File: src/rtl/lmc_pkg.sv
package lmc_pkg;
  typedef enum logic {
    CMP_UNSIGNED = 1'b0,
    CMP_SIGNED   = 1'b1
  } cmp_mode_e;

  typedef struct packed {
    logic above;
    logic below;
  } cmp_dec_t;
endpackage

File: src/rtl/lmc_p_hold.sv
module lmc_p_hold #(
  parameter int W = 8
) (
  input  logic         clk,
  input  logic         rst,
  input  logic         load,
  input  logic [W-1:0] d,
  output logic [W-1:0] held,
  output logic [W-1:0] eff
);
  logic [W-1:0] held_q;

  always_ff @(posedge clk) begin
    if (rst)       held_q <= '0;
    else if (load) held_q <= d;
  end

  assign held = held_q;
  assign eff  = load ? d : held_q;
endmodule

File: src/rtl/lmc_slice_cmp.sv
module lmc_slice_cmp
  import lmc_pkg::*;
#(
  parameter int W = 8
) (
  input  logic [W-1:0] a,
  input  logic [W-1:0] b,
  input  cmp_mode_e    mode,
  output cmp_dec_t     dec,
  output logic         same
);
  localparam int MSB = W - 1;

  logic [W-1:0] a_k, b_k;

  // Signed order equals unsigned order once the sign bits are inverted.
  always_comb begin
    a_k = a;
    b_k = b;
    if (mode == CMP_SIGNED) begin
      a_k[MSB] = ~a[MSB];
      b_k[MSB] = ~b[MSB];
    end
  end

  // Ripple from MSB: first differing bit decides.
  logic [W:0] gt_c, lt_c;
  assign gt_c[W] = 1'b0;
  assign lt_c[W] = 1'b0;

  for (genvar i = W - 1; i >= 0; i--) begin : g_bit
    logic undecided;
    assign undecided = ~gt_c[i+1] & ~lt_c[i+1];
    assign gt_c[i] = gt_c[i+1] | (undecided &  a_k[i] & ~b_k[i]);
    assign lt_c[i] = lt_c[i+1] | (undecided & ~a_k[i] &  b_k[i]);
  end

  assign dec.above = gt_c[0];
  assign dec.below = lt_c[0];
  assign same      = ~gt_c[0] & ~lt_c[0];
endmodule

File: src/rtl/lmc_cascade_mux.sv
module lmc_cascade_mux
  import lmc_pkg::*;
(
  input  cmp_dec_t local_dec,
  input  logic     same,
  input  cmp_dec_t chain_dec,
  output cmp_dec_t out_dec
);
  assign out_dec = same ? chain_dec : local_dec;
endmodule

File: src/rtl/latched_mag_cmp.sv
module latched_mag_cmp
  import lmc_pkg::*;
#(
  parameter int W = 8
) (
  input  logic         clk,
  input  logic         rst,
  input  logic         p_load,
  input  logic [W-1:0] p_in,
  input  logic [W-1:0] q_in,
  input  logic         arith_mode,
  input  logic         above_in,
  input  logic         below_in,
  output logic         above_out,
  output logic         below_out
);
  logic [W-1:0] p_held;
  logic [W-1:0] p_eff;
  cmp_dec_t     local_dec;
  cmp_dec_t     chain_dec;
  cmp_dec_t     out_dec;
  logic         same;
  cmp_mode_e    mode;

  assign mode            = cmp_mode_e'(arith_mode);
  assign chain_dec.above = above_in;
  assign chain_dec.below = below_in;

  lmc_p_hold #(.W(W)) u_hold (
    .clk (clk),
    .rst (rst),
    .load(p_load),
    .d   (p_in),
    .held(p_held),
    .eff (p_eff)
  );

  lmc_slice_cmp #(.W(W)) u_cmp (
    .a   (p_eff),
    .b   (q_in),
    .mode(mode),
    .dec (local_dec),
    .same(same)
  );

  lmc_cascade_mux u_mux (
    .local_dec(local_dec),
    .same     (same),
    .chain_dec(chain_dec),
    .out_dec  (out_dec)
  );

  assign above_out = out_dec.above;
  assign below_out = out_dec.below;
endmodule

File: config.mk
export PLATFORM = sky130hd
export DESIGN_NAME = latched_mag_cmp
export DESIGN_NICKNAME = d
export VERILOG_FILES = /design/src/rtl/lmc_pkg.sv /design/src/rtl/lmc_p_hold.sv /design/src/rtl/lmc_slice_cmp.sv /design/src/rtl/lmc_cascade_mux.sv /design/src/rtl/latched_mag_cmp.sv
export SDC_FILE = /design/constraint.sdc
export NUM_CORES = 1
export LEC_CHECK = 0
export ABC_AREA = 1
export BUFFER_PORTS_ARGS = -buffer_cell sky130_fd_sc_hd__buf_2
export CAP_MARGIN = 20
export CORE_UTILIZATION = 40
export CTS_CLUSTER_SIZE = 30
export DETAILED_ROUTE_END_ITERATION = 12
export PLACE_DENSITY_LB_ADDON = 0.1
export SLEW_MARGIN = 5
export SYNTH_ARGS = -nofsm -noshare
export SYNTH_HDL_FRONTEND = slang
export SYNTH_SLANG_ARGS = --single-unit
File: constraint.sdc
create_clock -name clk -period 6.1 [get_ports clk]
set_input_delay 1.22 -clock clk [delete_from_list [all_inputs] [get_ports clk]]
set_output_delay 1.22 -clock clk [all_outputs]
set_load 0.02 [all_outputs]
==> results of run 1 <==
## metal layers
metal	track usage	wire length, um	vias to the layer above
met1	0.2214	692	271
li1	-	-	387
met5	0	0	-
met4	0.1091	9	0
met2	0.2618	579	12
met3	0.01224	35	2
## power breakdown
| group | total, uW | switching, uW | internal (uW) | leakage, uW |
|---|---|---|---|---|
| Sequential | 56.7 | 1.11 | 55.6 | 0.0000662 |
| Combinational | 75.3 | 45.3 | 30.0 | 0.000425 |
| Clock | 38.6 | 16.2 | 22.4 | 0.0000138 |
| Total | 171 | 62.6 | 108 | 0.000505 |
## area by class of cell
class	count	area (um2)
Fill cell	170	724.4
Multi-Input combinational cell	78	447.9
Sequential cell	8	160.2
Timing Repair Buffer	23	115.1
Inverter	23	86.33
Clock buffer	3	22.52
Tap cell	16	20.02
## cell families after synthesis
| family | after synthesis | synth area share |
|---|---|---|
| XOR/XNOR | 2 | 0.02470 |
| AND/OR/NAND/NOR | 67 | 0.4815 |
| adder cells (fa/ha/maj) | 2 | 0.03527 |
| flip-flops | 8 | 0.2257 |
| AO/OA/AOI/OAI | 2 | 0.01940 |
| buffers and inverters | 25 | 0.1428 |
| multiplexers | 5 | 0.07055 |
## cell usage in the layout, fill, tap and decap left out
| cell type | netlist | routed |
|---|---|---|
| buf_2 | 0 | 23 |
| nand2_1 | 21 | 21 |
| nor2_1 | 17 | 17 |
| inv_1 | 16 | 16 |
| nand3_1 | 12 | 12 |
| dfxtp_1 | 8 | 8 |
| inv_2 | 6 | 6 |
| mux2i_1 | 5 | 5 |
| and2_2 | 5 | 5 |
| nand2_2 | 4 | 4 |
| nand2_4 | 3 | 3 |
| nand3_2 | 3 | 3 |
| clkbuf_4 | 0 | 3 |
| xnor2_1 | 2 | 2 |
| nor2_2 | 2 | 2 |
| ha_1 | 2 | 2 |
| o21ai_2 | 1 | 1 |
| clkinv_1 | 1 | 1 |
| a21oi_1 | 1 | 1 |
## path summary, 6_finish.rpt
check | slack (ns) | to | cells past startpoint
worst min register to register | 0.51 | u_hold.held[6] | 2
worst max-delay path | 1.44 | below_out | 21
worst max register to register | 5.39 | u_hold.held[3] | 2
worst min-delay path | 0.51 | u_hold.held[6] | 2
## metrics by stage
step,setup WS (ns),power (uW),instances,utilization
finish,1.439,170.6,151,0.5405
floorplan,1.859,115.9,111,-
global placement,1.521,131.7,148,0.5262
CTS,1.415,174.2,151,0.5405
detailed placement,1.426,133.7,148,0.5262
global route,1.053,188.5,151,0.5405
## cells in the mapped netlist (2+ instances only)
cell type and number:
ha_1 2, nor2_2 2, dfxtp_1 8, inv_1 16, nor2_1 17, xnor2_1 2
nand2_2 4, nand2_4 3, and2_2 5, inv_2 6, nand3_1 12, nand2_1 21
mux2i_1 5, nand3_2 3
## tightest hold or removal path, stage by stage (launching register included)
cell	delay, ns
dfxtp_1	0.32
nand2_4	0.08
a21oi_1	0.06
==> summary.txt, run 1 <==
Clocking
  – Clock Latency Late Sink: 0.25 ns
  – CTS tree: done
  – Clock slew at reported path FFs: 0.05 ns
  – H-tree depth: 1
  – CTS resizes: 0
  – CTS Buf Count: 3
  – Num Clock Sinks: 8
  – CTS Hold Buffers Added: 0
  – Clock root buffer: clkbuf_4
  – Postcts setup bufs: 0
  – Clock buffer depth: 2

Setup path
  – Arrival time worst endpoint: 3.44 ns
  – Required time worst endpoint: 4.88 ns
  – Crit Path Class: input pin to output pin
  – CP top delay family: simple AND/OR/NAND/NOR gates
  – CP peak stage delay: 0.32 ns
  – CP endpoint kind: output pin
  – Reg2reg start: u_hold.held[3]
  – Crit start category: input pin
  – Worst path slowest cell: mux2i_1
  – Worst path most repeated cell: nand2_1
  – CP Cell Sequence: buf_2 -> mux2i_1 -> xnor2_1 -> ha_1 -> nand2_1 -> inv_1 -> nand3_2 -> nand2_2 -> nor2_1 -> nor2_1 -> nand2_1 -> clkinv_1 -> nand2_1 -> inv_2 -> nand2_1 -> inv_1 -> nand3_1 -> nand2_1 -> inv_1 -> nand2_1 -> buf_2
  – Buf/Inv on CP: 7
  – Worst setup startpoint: p_load
  – Crit-path max FO: 11

Route
  – # DRC: 0
  – Routed Antenna Nets: 0
  – Final WL: 1317 um
  – Iteration-0 DRC Markers: 9
  – Via/cell ratio: 4.450
  – Via count: 672
  – WL/cell: 8.722 um
  – First-pass DRT Iterations: 6

Synth
  – Distinct cell type count after synthesis: 19
  – Syn Area/Cell: 6.391 um2
  – Ys Warns: 0
  – Synth async-reset ratio: 0
  – Syn Std Cell Area: 709.4 um2
  – Top cell type's share of synthesized area: 0.2257
  – Post-synthesis net count: 135
  – Post-synth EDFFs: 0
  – Post-synth top flop: dfxtp_1
  – Mapped Cells: 111
  – Sequential share of the synthesized area: 0.2257
  – Largest area contributor in the netlist: dfxtp_1
  – Ranking of synthesized cells by area: dfxtp_1 (23%), nand2_1 (11%), nor2_1 (9.0%)
  – Yosys reg bits: 8

STA
  – Clock skew: 0 ns
  – RSZ-0062 raised after global routing: no
  – Fin crit share: 0.7641
  – Fin. Hold Viols: 0
  – Final setup violation count: 0
  – Worst slew margin: 0.8037
  – WHS: 0.5085 ns
  – Max-slew violations: 0
  – Setup total negative slack: 0 ns
  – Worst slew pin tran: 0.2863 ns
  – Fmax: 214.6 MHz
  – Fin crit period: 4.661 ns

Global routing
  – Grt total ovfl: 0
  – Global-route wire length before repair: 2415 um
  – GRT Util Overall: 0.1676
  – Largest net degree at the start of global routing: 12
  – Antenna violations before repair: 0
  – Vias in the first global route: 615

Floorplan
  – Std cell rows: 14
  – Die area: 1946 um2
  – Die Y: 44.12 um
  – DIE WIDTH: 44.12 um
  – Initial core utilization: 0.4500
  – # IOs: 24
  – Core area: 1577 um2

Finish
  – Antenna diodes: 0
  – P&R area growth vs syn: 20.11%
  – Max reg flops: 8
  – Share of layout cells above drive strength 1: 0.3704
  – Fin area: 852.1 um2
  – Final Net Count: 161

Placed design
  – Port-buffer cells: 23
  – Routability cong.: 0.8131
  – Post-DP HPWL: 1148 um
  – Placement-stage cell area: 829.5 um2

Power and ir drop
  – Leakage power total: 0.0005051 uW
  – Power Density: 200.2 nW/um2
  – Worst vdd rail ir drop: 121.5 uV

Worst hold path
  – Min-delay src: u_hold.held[6]
  – HP Class: register to register

Flow run
  – Max-Cap Viols: 0

Status
  – Status: complete, no violations
(Power assumes the default switching activity.)
==> run 2: changes to the inputs <==
==> constraint.sdc (replaced) <==
create_clock -name clk -period 4.7 [get_ports clk]
set_input_delay 0.94 -clock clk [delete_from_list [all_inputs] [get_ports clk]]
set_output_delay 0.94 -clock clk [all_outputs]
set_load 0.02 [all_outputs]
==> run 2 against run 1 <==
Effect of this change:
- die area unchanged
- sequential share of layout area did not move
- core utilization stayed put
- clock skew unchanged
- register-to-register slack got worse by 1.4 ns
- via count up 3.3%
- first-iteration DRC count rose by 11%
- final cell count unchanged
==> summary.txt, run 2 (synthesized netlist as in run 1, its figures left out) <==
Finish
  – Max reg flops: 8
  – FF+latch area: 160.2 um2
  – Area of the multi-input gates: 447.9 um2
  – Most common cell after layout, fill and taps aside: buf_2
  – Fill cells: 166
  – Share of layout cells above drive strength 1: 0.3704
  – Most frequent cells in the layout: buf_2 (23), nand2_1 (21), nor2_1 (17)
  – Antenna diodes: 0
  – Final Net Count: 161
  – P&R area growth vs syn: 20.11%

Worst hold path
  – Hold Crit Depth: 2
  – Min-delay src: u_hold.held[1]
  – HP Class: register to register
  – Hold endpoint: u_hold.held[1]

Route
  – Iteration-0 DRC Markers: 10
  – Final WL: 1327 um
  – WL/cell: 8.788 um
  – Routed Antenna Nets: 0
  – Via/cell ratio: 4.596
  – First-pass DRT Iterations: 6
  – # DRC: 0
  – Via count: 694

Placed design
  – Post-DP HPWL: 1161 um
  – Port-buffer cells: 23
  – Dpl ws: 0.6154 ns
  – Routability cong.: 0.7915

Global routing
  – Grt total ovfl: 0
  – Largest net degree at the start of global routing: 12
  – GRT Util Overall: 0.1636
  – Vias in the first global route: 624
  – Antenna violations before repair: 0
  – Global-route wire length before repair: 2352 um

STA
  – Setup total negative slack: 0 ns
  – Fmax: 244.4 MHz
  – Max-slew violations: 0
  – Worst slew margin: 0.7892
  – Final worst-path setup slack: 0.6091 ns
  – Final setup violation count: 0
  – Fin. Hold Viols: 0
  – RSZ-0062 raised after global routing: no
  – Fin crit share: 0.8704
  – Clock skew: 0 ns
  – Fin crit period: 4.091 ns
  – Worst slew pin tran: 0.3074 ns

Clocking
  – CTS Hold Buffers Added: 0
  – CTS tree: done
  – H-tree depth: 1
  – Num Clock Sinks: 8
  – Clock Latency Late Sink: 0.25 ns
  – Clock slew at reported path FFs: 0.05 ns
  – Clock buffer depth: 2
  – Postcts setup bufs: 0
  – CTS resizes: 0
  – CTS Buf Count: 3
  – Clock root buffer: clkbuf_4

Floorplan
  – Die area: 1946 um2
  – Std cell rows: 14
  – Initial core utilization: 0.4500
  – # IOs: 24
  – Core area: 1577 um2
  – Die Y: 44.12 um
  – DIE WIDTH: 44.12 um

Flow run
  – Max-Cap Viols: 0

Power and ir drop
  – Leakage power total: 0.0005051 uW
  – Power Density: 261.2 nW/um2
  – Total Power: 222.5 uW
  – Worst vdd rail ir drop: 136.0 uV

Setup path
  – CP endpoint kind: output pin
  – Crit Path Class: input pin to output pin
  – Reg2reg start: u_hold.held[3]
  – Required time worst endpoint: 3.76 ns
  – Worst reg2reg path depth: 2
  – Crit start category: input pin
  – Flop2flop setup slack: 3.96 ns
  – Arrival time worst endpoint: 3.15 ns
  – Crit-path max FO: 11
  – Reg2reg end: u_hold.held[3]

Status
  – Status: complete, no violations
## run 2: stage by stage
stage                     instance area [um2]  utilization  instances  hold slack (ns)
final                                   852.1       0.5405        151           0.5087
after global routing                    852.1       0.5405        151           0.5271
after CTS                               852.1       0.5405        151           0.5151
after detailed placement                829.5       0.5262        148           0.5027
after global placement                  829.5       0.5262        148           0.4914
after floorplan                         709.4            -        111           0.4561
## run 2: layer usage
layer	track usage	routed length [um]	up-vias
li1	-	-	380
met1	0.2020	642	294
met2	0.2618	605	15
met3	0.01224	40	5
met4	0.1273	40	0
met5	0	0	-
## run 2: how the worst max path moves through the flow
stage                      start        end  slack [ns]  cells past startpoint
after floorplan           p_load  above_out        1.02                     21
after global placement    p_load  above_out        0.67                     20
after detailed placement  p_load  below_out        0.62                     19
after CTS                 p_load  below_out        0.60                     19
after global routing      p_load  below_out        0.28                     19
final                     p_load  below_out        0.61                     19
## run 2: critical path, cell delays in order
cell,delay [ns]
buf_2,0.25
mux2i_1,0.31
xnor2_1,0.13
ha_1,0.32
nand2_1,0.06
inv_1,0.06
nand3_2,0.07
nand2_2,0.09
nor2_1,0.04
nor2_1,0.11
nand3_1,0.13
nand3_1,0.11
nand2_1,0.05
inv_1,0.06
nand3_1,0.10
nand2_1,0.08
inv_1,0.04
nand2_1,0.05
buf_2,0.15
## run 2: layout make-up
type	count	area share
multi-input combinational	78	0.5257
sequential	8	0.1880
timing repair buffer	23	0.1351
inverter	23	0.1013
clock buffer	3	0.02643
tap	16	0.02349
## run 2: report_power, final
group,switching [uW],leakage [uW],internal (uW),total (uW)
clock network,21.9,0.0000138,29.1,51.0
logic,58.8,0.000425,39.1,97.9
registers,1.42,0.0000662,72.2,73.6
total,82.1,0.000505,140,223
